===== config.mk =====
export PLATFORM = sky130hd
export DESIGN_NAME = attr_table_validator
export DESIGN_NICKNAME = d
export VERILOG_FILES = /design/src/rtl/atv_pkg.sv /design/src/rtl/atv_hdr_rule.sv /design/src/rtl/atv_byte_sum.sv /design/src/rtl/atv_entry_table.sv /design/src/rtl/attr_table_validator.sv
export SDC_FILE = /design/constraint.sdc
export NUM_CORES = 2
export LEC_CHECK = 0
export BUFFER_PORTS_ARGS = -buffer_cell sky130_fd_sc_hd__buf_2
export CORE_ASPECT_RATIO = 2
export CORE_UTILIZATION = 45
export CTS_CLUSTER_DIAMETER = 80
export DETAILED_ROUTE_END_ITERATION = 10
export SLEW_MARGIN = 0
export SYNTH_ARGS = -nofsm -noshare
export SYNTH_HDL_FRONTEND = slang
export SYNTH_HIERARCHICAL = 1
export SYNTH_SLANG_ARGS = --single-unit

===== constraint.sdc =====
create_clock -name clk -period 12.18 [get_ports clk]
set_input_delay 0.609 -clock clk [delete_from_list [all_inputs] [get_ports clk]]
set_output_delay 0.609 -clock clk [all_outputs]
set_load 0.02 [all_outputs]

===== src/rtl/atv_pkg.sv =====
package atv_pkg;

  typedef struct packed {
    logic bad_len;
    logic bad_rsv;
    logic rsv_type;
    logic trunc;
    logic ovf;
  } err_t;

  localparam logic [7:0] FIRST_RSVD_TYPE = 8'd6;
  localparam int         HDR_BYTES       = 4;

  // Length rule per type: fixed sizes, or a 16-byte head plus 8-byte records.
  function automatic logic len_rule_ok(input logic [7:0] typ, input logic [15:0] len);
    logic ok;
    unique case (typ)
      8'd0, 8'd1, 8'd4: ok = (len == 16'd24);
      8'd2:             ok = (len == 16'd20);
      8'd3:             ok = (len == 16'd8);
      8'd5:             ok = (len >= 16'd16) && (len[2:0] == 3'd0);
      default:          ok = 1'b0;
    endcase
    return ok;
  endfunction

  function automatic logic type_is_reserved(input logic [7:0] typ);
    return typ >= FIRST_RSVD_TYPE;
  endfunction

  function automatic logic [7:0] to_checksum(input logic [7:0] s);
    return 8'(~s + 8'd1);
  endfunction

endpackage


===== src/rtl/atv_hdr_rule.sv =====
module atv_hdr_rule
  import atv_pkg::*;
(
  input  logic [7:0]  typ,
  input  logic [15:0] len,
  output logic        len_ok,
  output logic        type_rsvd
);

  assign type_rsvd = type_is_reserved(typ);
  assign len_ok    = len_rule_ok(typ, len);

endmodule


===== src/rtl/atv_byte_sum.sv =====
module atv_byte_sum (
  input  logic       clk,
  input  logic       rst_n,
  input  logic       en,
  input  logic       clr,
  input  logic [7:0] data,
  output logic [7:0] sum
);

  always_ff @(posedge clk or negedge rst_n) begin
    if (!rst_n)    sum <= '0;
    else if (en)   sum <= (clr ? 8'd0 : sum) + data;
  end

  assert_sum_step_R9: assert property (@(posedge clk) disable iff (!rst_n)
    (en && !clr) |=> sum == 8'($past(sum) + $past(data)));

  assert_sum_restart_R9: assert property (@(posedge clk) disable iff (!rst_n)
    (en && clr) |=> sum == $past(data));

endmodule


===== src/rtl/atv_entry_table.sv =====
module atv_entry_table #(
  parameter int DEPTH = 64,
  parameter int OFFW  = 16,
  localparam int IDXW = $clog2(DEPTH),
  localparam int CNTW = $clog2(DEPTH + 1)
) (
  input  logic            clk,
  input  logic            rst_n,
  input  logic            clr,
  input  logic            wr,
  input  logic [OFFW-1:0] wr_off,
  input  logic [15:0]     wr_len,
  input  logic [IDXW-1:0] rd_idx,
  output logic [OFFW-1:0] rd_off,
  output logic [15:0]     rd_len,
  output logic [CNTW-1:0] count,
  output logic            full
);

  logic [OFFW-1:0] off_mem [DEPTH];
  logic [15:0]     len_mem [DEPTH];

  assign full = (count == CNTW'(DEPTH));

  always_ff @(posedge clk or negedge rst_n) begin
    if (!rst_n)                count <= '0;
    else if (clr)              count <= '0;
    else if (wr && !full)      count <= count + 1'b1;
  end

  for (genvar g = 0; g < DEPTH; g++) begin : g_slot
    always_ff @(posedge clk or negedge rst_n) begin
      if (!rst_n) begin
        off_mem[g] <= '0;
        len_mem[g] <= '0;
      end else if (clr) begin
        off_mem[g] <= '0;
        len_mem[g] <= '0;
      end else if (wr && !full && count == CNTW'(g)) begin
        off_mem[g] <= wr_off;
        len_mem[g] <= wr_len;
      end
    end
  end

  always_comb begin
    rd_off = '0;
    rd_len = '0;
    if (CNTW'(rd_idx) < count) begin
      rd_off = off_mem[rd_idx];
      rd_len = len_mem[rd_idx];
    end
  end

  assert_no_overflow_R7: assert property (@(posedge clk) disable iff (!rst_n)
    count <= CNTW'(DEPTH));

  assert_count_step_R6: assert property (@(posedge clk) disable iff (!rst_n)
    (wr && !full && !clr) |=> count == $past(count) + 1'b1);

  assert_count_hold_R7: assert property (@(posedge clk) disable iff (!rst_n)
    (full && !clr) |=> full);

endmodule


===== src/rtl/attr_table_validator.sv =====
module attr_table_validator
  import atv_pkg::*;
#(
  parameter int PRE_LEN     = 36,
  parameter int MAX_ENTRIES = 64,
  parameter int OFFW        = 16
) (
  input  logic                             clk,
  input  logic                             rst_n,
  input  logic                             in_valid,
  input  logic [7:0]                       in_data,
  input  logic                             in_start,
  input  logic                             in_end,
  input  logic [$clog2(MAX_ENTRIES)-1:0]   lk_idx,
  output logic [OFFW-1:0]                  lk_offset,
  output logic [15:0]                      lk_length,
  output logic [$clog2(MAX_ENTRIES+1)-1:0] entry_count,
  output logic                             err_bad_length,
  output logic                             err_bad_reserved,
  output logic                             err_reserved_type,
  output logic                             err_truncated,
  output logic                             err_overflow,
  output logic [7:0]                       byte_sum,
  output logic [7:0]                       checksum,
  output logic                             busy,
  output logic                             finished
);

  localparam int PRE_W = (PRE_LEN < 1) ? 1 : $clog2(PRE_LEN + 1);

  // state
  logic              armed_q, fin_q, halt_q;
  logic [PRE_W-1:0]  pre_q;
  logic [15:0]       pos_q, len_q;
  logic [7:0]        typ_q;
  logic [OFFW-1:0]   offs_q, base_q;
  err_t              err_q;

  // effective state, as seen by the current byte (a start marker restarts)
  logic [PRE_W-1:0]  pre_e;
  logic [15:0]       pos_e, len_now;
  logic [OFFW-1:0]   offs_e;
  logic              halt_e;
  err_t              err_e, err_new;

  // named events
  logic take_w, restart_w, in_pre_w, parse_w, hdr_done_w, rsv_bad_w;
  logic len_ok_w, type_rsvd_w, hdr_bad_w, new_err_w, last_w, trunc_w;
  logic accept_w, rec_w, ovf_w, tbl_full_w;

  assign take_w    = in_valid && (in_start || armed_q);
  assign restart_w = take_w && in_start;

  assign pre_e  = restart_w ? '0 : pre_q;
  assign pos_e  = restart_w ? '0 : pos_q;
  assign offs_e = restart_w ? '0 : offs_q;
  assign halt_e = restart_w ? 1'b0 : halt_q;
  assign err_e  = restart_w ? '0 : err_q;

  assign in_pre_w   = (pre_e < PRE_W'(PRE_LEN));
  assign parse_w    = take_w && !in_pre_w && !halt_e;
  assign len_now    = (pos_e == 16'd3) ? {in_data, len_q[7:0]} : len_q;
  assign hdr_done_w = parse_w && (pos_e == 16'd3);
  assign rsv_bad_w  = parse_w && (pos_e == 16'd1) && (in_data != 8'd0);

  atv_hdr_rule u_rule (
    .typ       (typ_q),
    .len       (len_now),
    .len_ok    (len_ok_w),
    .type_rsvd (type_rsvd_w)
  );

  assign hdr_bad_w = hdr_done_w && (type_rsvd_w || !len_ok_w);
  assign new_err_w = rsv_bad_w || hdr_bad_w;
  assign last_w    = parse_w && (pos_e >= 16'(HDR_BYTES - 1)) && (pos_e == len_now - 16'd1);
  assign trunc_w   = take_w && in_end &&
                     (in_pre_w || (parse_w && !new_err_w && !last_w));
  assign accept_w  = hdr_done_w && !hdr_bad_w;
  assign rec_w     = accept_w && !tbl_full_w;
  assign ovf_w     = accept_w && tbl_full_w;

  always_comb begin
    err_new          = err_e;
    err_new.bad_len  = err_e.bad_len  | (hdr_bad_w && !type_rsvd_w);
    err_new.bad_rsv  = err_e.bad_rsv  | rsv_bad_w;
    err_new.rsv_type = err_e.rsv_type | (hdr_bad_w && type_rsvd_w);
    err_new.trunc    = err_e.trunc    | trunc_w;
    err_new.ovf      = err_e.ovf      | ovf_w;
  end

  always_ff @(posedge clk or negedge rst_n) begin
    if (!rst_n) begin
      armed_q <= 1'b0;
      fin_q   <= 1'b0;
      halt_q  <= 1'b0;
      pre_q   <= '0;
      pos_q   <= '0;
      len_q   <= '0;
      typ_q   <= '0;
      offs_q  <= '0;
      base_q  <= '0;
      err_q   <= '0;
    end else if (take_w) begin
      armed_q <= !in_end;
      fin_q   <= in_end;
      pre_q   <= in_pre_w ? pre_e + 1'b1 : pre_e;
      halt_q  <= halt_e || new_err_w;
      err_q   <= err_new;
      pos_q   <= pos_e;
      offs_q  <= offs_e;
      if (parse_w) begin
        pos_q  <= last_w ? 16'd0 : pos_e + 16'd1;
        offs_q <= offs_e + 1'b1;
        if (pos_e == 16'd0) begin
          typ_q  <= in_data;
          base_q <= offs_e;
        end
        if (pos_e == 16'd2) len_q[7:0]  <= in_data;
        if (pos_e == 16'd3) len_q[15:8] <= in_data;
      end
    end
  end

  atv_entry_table #(.DEPTH(MAX_ENTRIES), .OFFW(OFFW)) u_table (
    .clk    (clk),
    .rst_n  (rst_n),
    .clr    (restart_w),
    .wr     (rec_w),
    .wr_off (base_q),
    .wr_len (len_now),
    .rd_idx (lk_idx),
    .rd_off (lk_offset),
    .rd_len (lk_length),
    .count  (entry_count),
    .full   (tbl_full_w)
  );

  atv_byte_sum u_sum (
    .clk  (clk),
    .rst_n(rst_n),
    .en   (take_w),
    .clr  (restart_w),
    .data (in_data),
    .sum  (byte_sum)
  );

  assign checksum          = to_checksum(byte_sum);
  assign busy              = armed_q;
  assign finished          = fin_q;
  assign err_bad_length    = err_q.bad_len;
  assign err_bad_reserved  = err_q.bad_rsv;
  assign err_reserved_type = err_q.rsv_type;
  assign err_truncated     = err_q.trunc;
  assign err_overflow      = err_q.ovf;

  assert_err_sticky_R8: assert property (@(posedge clk) disable iff (!rst_n)
    ((|err_q) && !restart_w) |=> ((err_q & $past(err_q)) == $past(err_q)));

  assert_halt_no_record_R8: assert property (@(posedge clk) disable iff (!rst_n)
    (halt_q && !restart_w) |=> $stable(entry_count));

  assert_rsvd_type_flag_R4: assert property (@(posedge clk) disable iff (!rst_n)
    (hdr_done_w && typ_q >= FIRST_RSVD_TYPE) |=> (err_reserved_type && !err_bad_length));

  assert_tiling_R5: assert property (@(posedge clk) disable iff (!rst_n)
    (last_w && !in_end) |=> (pos_q == 16'd0 && offs_q == OFFW'($past(base_q) + $past(len_now))));

  assert_finish_idle_R11: assert property (@(posedge clk) disable iff (!rst_n)
    !(finished && busy));

endmodule


### Word level (Yosys, flattened, before mapping)

Index checks and enable logic that the tools add are counted.
Widths: inputs -> output; s select.

| storage, ports and cells | value |
|---|---|
| bits in registers | 2149 |
| input bits | 19 |
| output and inout bits | 62 |

| cells by class | value |
|---|---|
| $add $sub $neg | 7 |
| order comparisons | 6 |
| eq/ne operators | 76 |
| muxes and demuxes | 278 |
| bitwise logic cells | 7 |
| reduce and logical (&&, ||, !) cells | 173 |

Operators with widths:

| operator | number |
|---|---|
| $mux 16 | 268 |
| $eq 7x6->1 const B | 32 |
| $bmux 16 s6 | 2 |
| $reduce_bool 2->1 | 65 |
| $eq 7x5->1 const B | 16 |
| $logic_and 1x1->1 | 85 |
| $eq 7x4->1 const B | 8 |
| $add 16x1->16 const B | 2 |
| $eq 16x2->1 const B | 2 |
| $eq 16x5->1 const B | 2 |
| $eq 7x3->1 const B | 4 |
| $eq 16x1->1 const B | 1 |
| $eq 16x16->1 | 1 |
| $eq 16x4->1 const B | 1 |
| $eq 8x2->1 const B | 2 |
| $eq 8x3->1 const B | 2 |
| $ge 16x2->1 const B | 1 |
| $ge 16x5->1 const B | 1 |
| $logic_not 16->1 | 1 |
| $sub 16x1->16 const B | 1 |
| $eq 7x2->1 const B | 2 |
| $mux 7 | 2 |
| $mux 6 | 2 |
| $logic_not 1->1 | 9 |
| other kinds (25) | 35 |

### Logic depth before layout (Yosys ltp)

| depth | value |
|---|---|
| word-level depth | 19 |
| mapped depth | 26 |
| gate-level depth less buffers | 18 |

### By module

The synthesis kept the hierarchy.

By module, submodules not included:

| module | times used | cells an instance | area an instance (µm²) | seq. area each (µm²) |
|---|---|---|---|---|
| atv_entry_table | 1 | 10784 | 98888.6 | 51424.3 |
| attr_table_validator | 1 | 542 | 4954.8 | 2152.1 |
| atv_byte_sum | 1 | 65 | 648.1 | 200.2 |
| atv_hdr_rule | 1 | 18 | 127.6 | 0.0 |

### Worst setup path after synthesis

Ideal clock, no wire load.

| path | value |
|---|---|
| kind | in2reg |
| start | in in_start |
| end | reg u_table/len_mem[832] (netlist bit) |
| arrival | 6.071 ns |
| setup slack | 5.973 ns |
| stages | 25 |
| cells stage by stage | clkbuf_1 -> nand2_1 -> clkbuf_1 -> clkbuf_1 -> clkbuf_1 -> clkbuf_1 -> and2_1 -> ha_1 -> clkbuf_1 -> nor3b_1 -> or4b_4 -> a32oi_1 -> inv_1 -> nor4_1 -> nand3_1 -> a221o_1 -> a21oi_1 -> nand2b_1 -> nor3_1 -> clkbuf_1 -> nor4b_2 -> nand3_1 -> clkbuf_1 -> nand2_1 -> a21oi_1 |

| between the ends | value |
|---|---|
| cells in the longest elaborated chain, start to end | 18 |

Ends and longest elaborated chain:

| what | RTL line | RTL |
|---|---|---|
| start: declaration | attr_table_validator.sv:12 | `input logic in_start,` |
| $logic_or 1x1->1 | attr_table_validator.sv:51 | `assign take_w = in_valid && (in_start \|\| armed_q);` |
| $logic_and 1x1->1 | attr_table_validator.sv:51 |  |
| $logic_and 1x1->1 (*) | attr_table_validator.sv:52 | `assign restart_w = take_w && in_start;` |
| $mux 16 (*) | attr_table_validator.sv:55 | `assign pos_e = restart_w ? '0 : pos_q;` |
| $eq 16x2->1 (*) | attr_table_validator.sv:62 | `assign len_now = (pos_e == 16'd3) ? {in_data, len_q[7:0]} : len_q;` |
| $mux 16 (*) | attr_table_validator.sv:62 |  |
| named net len_now[8] | attr_table_validator.sv:41 | `logic [15:0] pos_e, len_now;` |
| $ge 16x5->1 | atv_pkg.sv:21 | `8'd5: ok = (len >= 16'd16) && (len[2:0] == 3'd0);` |
| [... 2 more ...] | n/a |  |
| named net len_ok_w | attr_table_validator.sv:48 | `logic len_ok_w, type_rsvd_w, hdr_bad_w, new_err_w, last_w, trunc_w;` |
| [... 1 more ...] | n/a |  |
| $logic_or 1x1->1 (*) | attr_table_validator.sv:73 | `assign hdr_bad_w = hdr_done_w && (type_rsvd_w \|\| !len_ok_w);` |
| $logic_and 1x1->1 (*) | attr_table_validator.sv:73 |  |
| $logic_not 1->1 (*) | attr_table_validator.sv:78 | `assign accept_w = hdr_done_w && !hdr_bad_w;` |
| $logic_and 1x1->1 (*) | attr_table_validator.sv:78 |  |
| $logic_and 1x1->1 (*) | attr_table_validator.sv:79 | `assign rec_w = accept_w && !tbl_full_w;` |
| named net rec_w | attr_table_validator.sv:49 | `logic accept_w, rec_w, ovf_w, tbl_full_w;` |
| $logic_and 1x1->1 (*) (2 in a row) | atv_entry_table.sv:39 | `end else if (wr && !full && count == CNTW'(g)) begin` |
| $reduce_bool 2->1 (no source line) (*) | n/a |  |
| end signal: indexed assignment | atv_entry_table.sv:41 | `len_mem[g] <= wr_len;` |
| end: declaration | atv_entry_table.sv:21 | `logic [15:0] len_mem [DEPTH];` |

The timed path passes the listed nets; every way through them passes the cells marked *.
A chain may end at the register's enable or synchronous reset.

### Final worst setup path

| path | value |
|---|---|
| start | in in_start |
| end | reg u_table/len_mem[443] (netlist bit) |

The elaborated chain is that of the path after synthesis.

==> results.cfg <==
[run_status]
outcome = finished with violations
violations = capacitance limit, slew limit

[clocking]
clock_latency_ps = 910
cts_inserted_buffers = 200
htreeDepth = 4
cts_setup_buffers = 0
post_cts_resized = 0
cts_root_buf = clkbuf_16
cts_hold_buf = 2
clkTransAtPathRegs_ps = 60
cts_sinks = 2149
clock_path_buffers = 4
cts_tree = built

[drt]
dr.pass1.iters = 8
vias = 88300
drc_errors = 0
first_iter_violations = 10100
drtAntennaViolNets = 0
wirelength_um = 421000
wl_per_cell_um = 30.1
vias_per_cell = 6.31

[min_path]
hold_class = input pin to flip-flop
holdPathEnd = typ_q[6]
hold_depth = 2
min_from = in_data[6]

[floorplanning]
start_util_pct = 45.2
die_w_um = 343
dieArea_um2 = 235000
die_h_um = 684
core_region_area_um2 = 231000
pin_count = 81
rows = 250

[sta]
slew_headroom_pct = -5.65
max_freq_ghz = 0.133
tightest_slew_ps = 1570
totalNegativeSetupSlack_ps = 0
post-route-period-util_pct = 61.7
final.setup_skew_ps = 34.6
period_minus_slack_ps = 7510
rsz0062_at_grt = no
drv_slew = 7
setup_viol = 0
hold_viol = 0

[layout]
nFillCells = 21400
nets = 10900
drive_gt1_share_pct = 11.0
final_cell_mix = 4220 x nand2_1, 2125 x dfrtp_1, 2105 x a21oi_1, 356 x mux4_2, 310 x mux2i_1
syn2layout_area_growth_pct = 8.18
layout_commonest_cell = nand2_1

[setup_path]
crit_type = input pin to flip-flop
start_kind = input pin
crit_path_end_kind = flip-flop
worstPathArrival_ps = 8230
rr_worst_depth = 18
r2r-end = u_table/len_mem[443]
path_max_fanout = 65
cp.required_ps = 12900
reg2reg_from = pos_q[0]
r2r_slack_ps = 4840

[logic_synthesis]
synth-edff-count = 0
ys_async_sr_fraction_pct = 100
synth-seq-area-share_pct = 51.4
synth_area_um2 = 105000
syn_area_per_cell_um2 = 9.17
synth_seq_cells = 2149
synth.distinct_cells = 101
yosysWarnings = 6
ys.flop_type = dfrtp_1
syn_inst = 11400
syn_nets = 11500

[placement]
dp_hpwl_um = 243000
numPortBuffers = 80
routabilityCongestion = 0.975

[grt]
grt_max_degree = 228
grt_pass1_vias = 88400
grt_pass1_wl_um = 608000
track_usage_pct = 35.6
grt_overflow = 0
antenna_found_initial = 20

[power_and_ir_drop]
power_mw = 14.6
p_leak_nw = 46.5
powerDensity_nw_per_um2 = 129
vdd_drop_max_v = 0.000163

[run]
max_cap_viol_count = 1
==> routing by layer <==
metal  global-route usage [%]  vias up  share of wire [%]
li1                         -    37300                  -
met4                     32.3       14                 11
met2                     57.0     5036                 47
met5                   0.0208        -              0.024
met1                     40.0    44300                 33
met3                     7.13     1698                8.8
==> synth_stat cells (7+ instances only) <==
library cell	n	area, um^2
nand2_1	4231	15900
dfrtp_1	2149	53800
a21oi_1	2106	10500
clkbuf_1	840	3150
mux4_2	356	8020
mux2i_1	310	3100
buf_2	150	751
nor2_1	138	518
o221ai_1	117	1020
o21ai_0	107	536
o22ai_1	92	576
a22oi_1	73	548
nand3_1	63	315
nand2b_1	50	313
buf_6	44	495
inv_1	37	139
mux2_2	33	372
and2_1	32	200
a31oi_1	28	175
xor2_1	28	245
buf_4	26	195
xnor2_1	26	228
ha_1	24	300
nor3_1	20	100
buf_1	18	67.6
mux4_1	18	473
a22o_1	17	149
a21o_1	15	113
and3_1	13	81.3
nor2b_1	13	81.3
or2_2	13	81.3
o211ai_1	11	82.6
or3_1	10	62.6
a32o_1	9	90.1
nor2_2	9	56.3
nor4_1	8	50.1
a221o_1	7	70.1
a221oi_1	7	61.3
a2bb2oi_1	7	61.3
nand4_1	7	43.8
o21a_1	7	52.6
or3b_2	7	61.3
==> final cells by class <==
type,count,area (um^2),share of cell area [%]
antenna,8,20.0,0.0177
clock buffer,297,5870,5.19
clock inverter,51,641,0.566
inverter,40,160,0.142
multi-input combinational,8122,46500,41.1
sequential,2149,53800,47.5
tap,3024,3780,3.34
timing repair buffer,314,2390,2.11
==> critical path: stages <==
cell      delay (ps)
buf_2            160
nand2_2           60
buf_4            530
and2_0           360
ha_1             680
nor3b_1          240
or4b_4           520
a32oi_1          380
inv_2             60
buf_4            340
nor4_1           300
nand3_1          170
a221o_1          330
a21oi_1          180
nand2b_1         140
nor3_2           270
buf_4            380
nor4b_2          910
nand3_2         1100
nand2_1          340
a21oi_1          100
==> sequential cells by signal (all words and copies together), names as in the netlist <==
| register | cells |
|---|---|
| u_table/len_mem | 1024 |
| u_table/off_mem | 1024 |
| base_q | 16 |
| len_q | 16 |
| offs_q | 16 |
| pos_q | 16 |
| typ_q | 8 |
| u_sum/sum | 8 |
| u_table/count | 7 |
| pre_q | 6 |
| busy | 1 |
| err_bad_length | 1 |
| err_bad_reserved | 1 |
| err_overflow | 1 |
| err_reserved_type | 1 |
| err_truncated | 1 |
| finished | 1 |
| halt_q | 1 |
==> cells by family after synthesis <==
kind of cell | count (synthesis) | synth area share (%)
and+or+nand+nor | 4650 | 17.4
adders and majority gates | 25 | 0.306
AOI/OAI and AO/OA | 2676 | 14.1
DFF | 2149 | 51.4
buffers and inverters | 1138 | 4.87
xor gates and xnor gates | 54 | 0.452
muxes | 717 | 11.4
==> worst max path at each step <==
| stage | to | slack (ps) | start |
|---|---|---|---|
| finish | u_table/len_mem[443] | 4670 | in_start |
| global route | u_table/off_mem[446] | 4360 | in_start |
| CTS | u_table/len_mem[443] | 4860 | in_start |
| detailed placement | u_table/len_mem[443] | 3950 | in_start |
| global placement | u_table/off_mem[446] | 4130 | in_start |
| floorplan | u_table/len_mem[832] | 5970 | in_start |
==> where the power goes <==
part	leakage [nW]	internal (mW)	switching [mW]
Combinational	13.3	0.225	0.695
Clock	3.20	3.60	2.88
Sequential	30.0	7.15	0.0339
==> stage by stage <==
step	setup slack, ps	std cells	util, %	cell area, um^2	hold WS, ps
after floorplan	5970	11400	-	105000	313
after global placement	4130	13600	46.0	107000	455
after detailed placement	3950	13600	46.0	107000	459
after CTS	4860	14000	48.9	113000	109
after global routing	4360	14000	48.9	113000	131
final	4670	14000	48.9	113000	139
No activity file was read; power rests on OpenSTA's default activity.
